### config.mk
export PLATFORM = sky130hd
export DESIGN_NAME = fuse_ctl
export DESIGN_NICKNAME = d
export VERILOG_FILES = /design/src/rtl/fuse_pkg.sv /design/src/rtl/fuse_seq.sv /design/src/rtl/fuse_shadow.sv /design/src/rtl/fuse_ctl.sv
export SDC_FILE = /design/constraint.sdc
export NUM_CORES = 1
export LEC_CHECK = 0
export BUFFER_PORTS_ARGS = -buffer_cell sky130_fd_sc_hd__clkbuf_2
export CORE_ASPECT_RATIO = 1.25
export CORE_MARGIN = 8
export CORE_UTILIZATION = 54
export CTS_CLUSTER_SIZE = 14
export DETAILED_ROUTE_END_ITERATION = 10
export PLACE_DENSITY = 0.72
export SYNTH_ARGS = -nofsm -noshare
export SYNTH_HDL_FRONTEND = slang
export SYNTH_HIERARCHICAL = 1
export SYNTH_SLANG_ARGS = --single-unit
### constraint.sdc
create_clock -name clk -period 3.95 [get_ports clk]
set_input_delay 0 -clock clk [delete_from_list [all_inputs] [get_ports clk]]
set_output_delay 0 -clock clk [all_outputs]
set_load 0.005 [all_outputs]
### src/rtl/fuse_pkg.sv
package fuse_pkg;

    typedef enum logic [3:0] {
        FST_READ  = 4'd1,
        FST_PGM   = 4'd2,
        FST_SENSE = 4'd3,
        FST_IDLE  = 4'd4
    } fst_e;

    typedef enum logic [1:0] {
        FCMD_NOP   = 2'd0,
        FCMD_READ  = 2'd1,
        FCMD_PGM   = 2'd2,
        FCMD_SENSE = 2'd3
    } fcmd_e;

    typedef struct packed {
        logic  go;
        fcmd_e cmd;
    } cmd_req_t;

    localparam int REG_CTRL  = 0;
    localparam int REG_ADDR  = 1;
    localparam int REG_WDATA = 2;
    localparam int REG_RDATA = 3;
    localparam int REG_PWR   = 4;
    localparam int REG_LOCK  = 5;

    localparam int CTRL_STATE_LSB = 16;
    localparam int CTRL_ERR_BIT   = 8;

    function automatic fst_e busy_code(fcmd_e c);
        case (c)
            FCMD_READ:  return FST_READ;
            FCMD_PGM:   return FST_PGM;
            FCMD_SENSE: return FST_SENSE;
            default:    return FST_IDLE;
        endcase
    endfunction

endpackage

### src/rtl/fuse_seq.sv
module fuse_seq
    import fuse_pkg::*;
#(
    parameter int DW         = 32,
    parameter int DEPTH      = 16,
    parameter int ACC_CYCLES = 3,
    localparam int AW        = $clog2(DEPTH),
    localparam int TW        = $clog2(ACC_CYCLES + 1)
) (
    input  logic          clk,
    input  logic          rst,
    input  cmd_req_t      req_i,
    input  logic [AW-1:0] op_addr_i,
    input  logic [DW-1:0] op_wdata_i,
    input  logic          pwr_i,
    input  logic          lock_i,
    output fst_e          state_o,
    output logic [AW-1:0] fa_addr_o,
    output logic          fa_we_o,
    output logic [DW-1:0] fa_wdata_o,
    input  logic [DW-1:0] fa_rdata_i,
    output logic          rd_done_o,
    output logic          sh_we_o,
    output logic [AW-1:0] sh_idx_o,
    output logic          err_set_o
);

    fst_e          st_q;
    logic [TW-1:0] tmr_q;
    logic [AW-1:0] word_q;
    logic [AW-1:0] addr_q;
    logic [DW-1:0] wdata_q;
    logic          blk_q;

    logic last;
    logic accept;
    logic pgm_blocked;

    assign last        = (tmr_q == TW'(ACC_CYCLES - 1));
    assign accept      = req_i.go && (st_q == FST_IDLE) && (req_i.cmd != FCMD_NOP);
    assign pgm_blocked = blk_q || lock_i || !pwr_i;

    always_ff @(posedge clk) begin
        if (rst) begin
            st_q    <= FST_IDLE;
            tmr_q   <= '0;
            word_q  <= '0;
            addr_q  <= '0;
            wdata_q <= '0;
            blk_q   <= 1'b0;
        end else if (accept) begin
            st_q    <= busy_code(req_i.cmd);
            tmr_q   <= '0;
            word_q  <= '0;
            addr_q  <= op_addr_i;
            wdata_q <= op_wdata_i;
            blk_q   <= lock_i || !pwr_i;
        end else if (st_q != FST_IDLE) begin
            if (!last) begin
                tmr_q <= tmr_q + TW'(1);
            end else begin
                tmr_q <= '0;
                if (st_q == FST_SENSE && word_q != AW'(DEPTH - 1)) begin
                    word_q <= word_q + AW'(1);
                end else begin
                    st_q <= FST_IDLE;
                end
            end
        end
    end

    assign state_o    = st_q;
    assign fa_addr_o  = (st_q == FST_SENSE) ? word_q : addr_q;
    assign fa_we_o    = (st_q == FST_PGM) && last && !pgm_blocked;
    assign fa_wdata_o = fa_rdata_i | wdata_q;
    assign rd_done_o  = (st_q == FST_READ) && last;
    assign sh_we_o    = (st_q == FST_SENSE) && last;
    assign sh_idx_o   = word_q;
    assign err_set_o  = (st_q == FST_PGM) && last && pgm_blocked;

    AST_BUSY_HOLD: assert property (@(posedge clk) disable iff (rst)
        (st_q != FST_IDLE && !last) |=> (st_q == $past(st_q)));
    AST_NO_PGM_LOCKED: assert property (@(posedge clk) disable iff (rst)
        lock_i |-> !fa_we_o);
    AST_NO_PGM_UNPOWERED: assert property (@(posedge clk) disable iff (rst)
        !pwr_i |-> !fa_we_o);
    AST_WE_IN_PGM: assert property (@(posedge clk) disable iff (rst)
        fa_we_o |-> (st_q == FST_PGM));
    AST_SENSE_CONT: assert property (@(posedge clk) disable iff (rst)
        (sh_we_o && sh_idx_o != AW'(DEPTH - 1)) |=> (st_q == FST_SENSE));

endmodule

### src/rtl/fuse_shadow.sv
module fuse_shadow #(
    parameter int DW    = 32,
    parameter int DEPTH = 16,
    localparam int AW   = $clog2(DEPTH)
) (
    input  logic          clk,
    input  logic          rst,
    input  logic          we_i,
    input  logic [AW-1:0] widx_i,
    input  logic [DW-1:0] wdata_i,
    input  logic [AW-1:0] ridx_i,
    output logic [DW-1:0] rdata_o
);

    logic [DW-1:0] words [DEPTH];

    for (genvar i = 0; i < DEPTH; i++) begin : g_word
        always_ff @(posedge clk) begin
            if (rst) begin
                words[i] <= '0;
            end else if (we_i && widx_i == AW'(i)) begin
                words[i] <= wdata_i;
            end
        end
    end

    assign rdata_o = words[ridx_i];

endmodule

### src/rtl/fuse_ctl.sv
module fuse_ctl
    import fuse_pkg::*;
#(
    parameter int DW         = 32,
    parameter int DEPTH      = 16,
    parameter int ACC_CYCLES = 3,
    localparam int AW        = $clog2(DEPTH),
    localparam int RAW       = AW + 1
) (
    input  logic           clk,
    input  logic           rst,
    input  logic           reg_we,
    input  logic [RAW-1:0] reg_addr,
    input  logic [DW-1:0]  reg_wdata,
    output logic [DW-1:0]  reg_rdata,
    output logic [AW-1:0]  fa_addr,
    output logic           fa_we,
    output logic [DW-1:0]  fa_wdata,
    input  logic [DW-1:0]  fa_rdata
);

    logic [AW-1:0] addr_q;
    logic [DW-1:0] wdata_q;
    logic [DW-1:0] rdata_q;
    logic          pwr_q;
    logic          lock_q;
    logic          err_q;

    cmd_req_t      req;
    fst_e          state;
    logic          rd_done;
    logic          sh_we;
    logic [AW-1:0] sh_idx;
    logic          err_set;
    logic [DW-1:0] sh_rdata;
    logic          low_we;

    assign low_we  = reg_we && !reg_addr[AW];
    assign req.go  = low_we && (reg_addr[AW-1:0] == AW'(REG_CTRL));
    assign req.cmd = fcmd_e'(reg_wdata[1:0]);

    always_ff @(posedge clk) begin
        if (rst) begin
            addr_q  <= '0;
            wdata_q <= '0;
            rdata_q <= '0;
            pwr_q   <= 1'b0;
            lock_q  <= 1'b0;
            err_q   <= 1'b0;
        end else begin
            if (low_we && reg_addr[AW-1:0] == AW'(REG_ADDR))  addr_q  <= reg_wdata[AW-1:0];
            if (low_we && reg_addr[AW-1:0] == AW'(REG_WDATA)) wdata_q <= reg_wdata;
            if (low_we && reg_addr[AW-1:0] == AW'(REG_PWR))   pwr_q   <= reg_wdata[0];
            if (low_we && reg_addr[AW-1:0] == AW'(REG_LOCK) && reg_wdata[0]) lock_q <= 1'b1;
            if (rd_done) rdata_q <= fa_rdata;
            if (err_set) err_q   <= 1'b1;
        end
    end

    fuse_seq #(
        .DW         (DW),
        .DEPTH      (DEPTH),
        .ACC_CYCLES (ACC_CYCLES)
    ) u_seq (
        .clk        (clk),
        .rst        (rst),
        .req_i      (req),
        .op_addr_i  (addr_q),
        .op_wdata_i (wdata_q),
        .pwr_i      (pwr_q),
        .lock_i     (lock_q),
        .state_o    (state),
        .fa_addr_o  (fa_addr),
        .fa_we_o    (fa_we),
        .fa_wdata_o (fa_wdata),
        .fa_rdata_i (fa_rdata),
        .rd_done_o  (rd_done),
        .sh_we_o    (sh_we),
        .sh_idx_o   (sh_idx),
        .err_set_o  (err_set)
    );

    fuse_shadow #(
        .DW    (DW),
        .DEPTH (DEPTH)
    ) u_shadow (
        .clk     (clk),
        .rst     (rst),
        .we_i    (sh_we),
        .widx_i  (sh_idx),
        .wdata_i (fa_rdata),
        .ridx_i  (reg_addr[AW-1:0]),
        .rdata_o (sh_rdata)
    );

    always_comb begin
        reg_rdata = '0;
        if (reg_addr[AW]) begin
            reg_rdata = sh_rdata;
        end else begin
            case (int'(reg_addr[AW-1:0]))
                REG_CTRL: begin
                    reg_rdata[CTRL_STATE_LSB +: 4] = state;
                    reg_rdata[CTRL_ERR_BIT]        = err_q;
                end
                REG_ADDR:  reg_rdata[AW-1:0] = addr_q;
                REG_WDATA: reg_rdata         = wdata_q;
                REG_RDATA: reg_rdata         = rdata_q;
                REG_PWR:   reg_rdata[0]      = pwr_q;
                REG_LOCK:  reg_rdata[0]      = lock_q;
                default:   reg_rdata         = '0;
            endcase
        end
    end

    AST_LOCK_STICKY: assert property (@(posedge clk) disable iff (rst)
        lock_q |=> lock_q);
    AST_ERR_STICKY: assert property (@(posedge clk) disable iff (rst)
        err_q |=> err_q);
    AST_RDATA_HOLD: assert property (@(posedge clk) disable iff (rst)
        (state != FST_READ) |=> $stable(rdata_q));

endmodule

==> flow_metrics.tcl <==
set metrics [dict create \
    ys_ff_latch 629 \
    r2r_cells 5 \
    worstSkewPairLatency_ns 0.61 \
    hpwlAfterDp_um 46100 \
    postLayoutCoreUtil_pct 61.7 \
    worstPathArrival_ns 3.29 \
    fin_skew_ns 0.0240 \
    netlist.area_leader.share_pct 53.8 \
    power.density_nw_per_um2 422 \
    synth_edf_count 512 \
    irDropWorstVdd_uv 412 \
    holdPathStages 3 \
    avgSynthCellArea_um2 13.5 \
    numCtsBuffers 56 \
    clockRootBuffer "clkbuf_16" \
    worstHoldPathType "in2reg" \
    crit_path_max_fanout 32 \
    grt_overflow 0 \
    clock-sinks 629 \
    maxCapViolCount 0 \
    period_share_pct 77.6 \
    yosysWarnings 6 \
    cts_setup_buffers 0 \
    drc 0 \
    grt_pass1_vias 18800 \
    drtPass1Iterations 5 \
    drt-wirelength-per-cell_um 25.1 \
    area_delta_synth_final_pct 13.2 \
    start_util_pct 54.5 \
    yosysMostFrequentCell "and2_1" \
    met1_usage_pct 30.4 \
    status "finished, final reports clean" \
    grt_pass1_wl_um 112000 \
    cts_max_path_buffers 3 \
    async_flop_share_pct 0 \
    die_width_um 222 \
    synth_ff_type "edfxtp_1" \
    drive_gt1_share_pct 21.3 \
    synthTopCellsByCount "514 x and2_1, 512 x edfxtp_1, 129 x clkbuf_1" \
    grt_max_degree 101 \
    busiest_layer "met2" \
    drv_slew 0 \
    synth_top_area_cell "edfxtp_1" \
    tritoncts "done" \
    pin_count 141 \
    crit_type "reg2reg" \
    setup_viol 0 \
    place_congestion 0.856 \
    syn_inst 2113 \
    reg2reg_to "u_shadow/words[5][4]$_SDFFCE_PN0P_" \
    relSlewSlack_pct 22.5 \
    min-delay-start "fa_rdata[13]" \
    synth_area_um2 28600 \
    first_iter_violations 1574 \
    synthTopCellsByArea "edfxtp_1 54%, and2_1 11%, mux4_2 10%" \
    use_met3_pct 4.02 \
    met2_usage_pct 41.9 \
    grt_usage_pct 24.0 \
    ant_nets 0 \
    num_vias 18200 \
    cts_max_level 2 \
    path_clk_slew_ns 0.07 \
    end_kind "flip-flop" \
    num_rows 94 \
    drt-total-wl_um 74200 \
    min_to "rdata_q[13]$_SDFFE_PP0P_" \
    r2r_setup_slack_ns 0.89 \
    syn-num-nets 2186 \
    coreArea_um2 52500 \
    ys_seq_area_share_pct 62.0 \
    ys_types 57 \
    via_per_inst 6.17 \
    r2r_start "u_seq/state_o[1]$_SDFFE_PP0P_" \
    hold_viol 0 \
    dieArea_um2 60600 \
    nets 2311 \
    tightestPinTransition_ns 1.16 \
    startpoint_type "flip-flop" \
    fmax_mhz 326 \
    port_buffers 140 \
    die_h_um 273 \
    tns_ns 0 \
    final.min_clock_period_ns 3.06 \
    required_ns 4.17 \
    rsz0062_at_grt "no" \
    antenna_found_initial 1 \
    leakagePower_nw 11.4 \
]
-- metal layers --
| metal | share of wire [%] | vias to the layer above |
|---|---|---|
| met3 | 8.8 | 142 |
| li1 | - | 7988 |
| met5 | 0 | - |
| met1 | 38 | 9199 |
| met2 | 50 | 911 |
| met4 | 3.1 | 0 |
-- power by group --
part           switching, mW  internal (mW)  total (mW)
clock network           2.36           2.79        5.15
registers             0.0691           7.38        7.45
logic                  0.640          0.410        1.05
-- worst max path at each step --
| stage | start | endpoint | slack, ns | depth (start not counted) |
|---|---|---|---|---|
| 2_1_floorplan | u_seq/state_o[2]$_SDFFE_PP1P_ | u_shadow/words[11][0]$_SDFFCE_PN0P_ | 0.80 | 4 |
| 3_3_place_gp | u_seq/state_o[1]$_SDFFE_PP0P_ | u_shadow/words[11][5]$_SDFFCE_PN0P_ | 1.08 | 5 |
| 3_5_place_dp | u_seq/state_o[1]$_SDFFE_PP0P_ | u_shadow/words[11][10]$_SDFFCE_PN0P_ | 0.99 | 5 |
| 4_1_cts | u_seq/state_o[1]$_SDFFE_PP0P_ | u_shadow/words[11][5]$_SDFFCE_PN0P_ | 0.95 | 5 |
| 5_1_grt | u_seq/state_o[1]$_SDFFE_PP0P_ | u_shadow/words[12][28]$_SDFFCE_PN0P_ | 0.69 | 6 |
| 6_report | u_seq/state_o[1]$_SDFFE_PP0P_ | u_shadow/words[5][4]$_SDFFCE_PN0P_ | 0.89 | 5 |
-- what timing repair did --
action | 4_1_cts | 5_1_grt
gates resized for setup | 0 | 0
hold endpoints to repair | 333 | 0
hold buffers | 67 | 0
-- registers in the layout, summed over array words and instances, names as in the netlist --
name / flops
pwr_q: 1
rdata_q: 32
u_seq/sh_idx_o: 4
u_seq/blk_q: 1
u_shadow/words: 512
u_seq/wdata_q: 32
lock_q: 1
err_q: 1
u_seq/tmr_q: 2
addr_q: 4
u_seq/state_o: 3
wdata_q: 32
u_seq/addr_q: 4
-- cells in the final DEF, fill, tap and decap left out, types with 5 or more instances in the layout --
master,synthesis,layout
clkinv_1,0,15
dfxtp_1,117,117
nand2b_1,8,8
clkbuf_1,129,19
nand2_1,69,69
clkinv_2,0,6
nor3_1,7,6
o21bai_4,0,16
edfxtp_1,512,512
mux2_2,8,8
clkbuf_16,0,59
a21oi_1,77,77
clkbuf_2,13,137
nor2b_1,10,7
nand3_1,75,75
buf_4,11,47
buf_12,0,6
nand3b_1,6,6
and2_1,514,514
o21ai_0,78,78
or2_2,34,34
nor2_4,4,5
o21ai_1,30,30
dlygate4sd3_1,0,67
nor2_1,56,43
mux2i_1,36,36
a22oi_1,89,89
nor2_2,1,13
mux4_2,128,128
-- per-stage QoR --
step                      power (mW)  area, um^2  cells  hold slack [ns]  setup WS [ns]
after floorplan                 8.15       28600   2113           0.0854          0.803
after global placement          8.55       30000   2785            0.237           1.08
after detailed placement        8.58       30000   2785            0.244          0.990
after CTS                       13.7       32400   2957           0.0183          0.952
after global routing            14.0       32400   2958           0.0545          0.688
final                           13.7       32400   2958           0.0230          0.886
-- logic make-up after synthesis --
kind of cell,after synthesis,share of synthesized area [%]
fa+ha+maj,1,0.0438
mux,172,11.7
buf+inv,195,3.04
compound gates,309,6.61
other cells,1,0.0131
flops,629,62.0
simple gates,806,16.7
-- worst max-delay path, stage by stage (launching register included) --
cell and delay, ns:
dfxtp_1 0.48, nand3b_1 0.27, nor2_1 0.66, nand3b_1 0.47, o21bai_4 0.23, buf_4 0.55
-- layout make-up --
type                       count  area, um^2
fill                        3854       20100
inverter                       3        11.3
antenna                        1        2.50
multi-input combinational   1289       10200
clock inverter                27         149
timing repair buffer         259        1860
tap                          672         841
clock buffer                  78        1550
sequential                   629       17700
(Power assumes the default switching activity.)
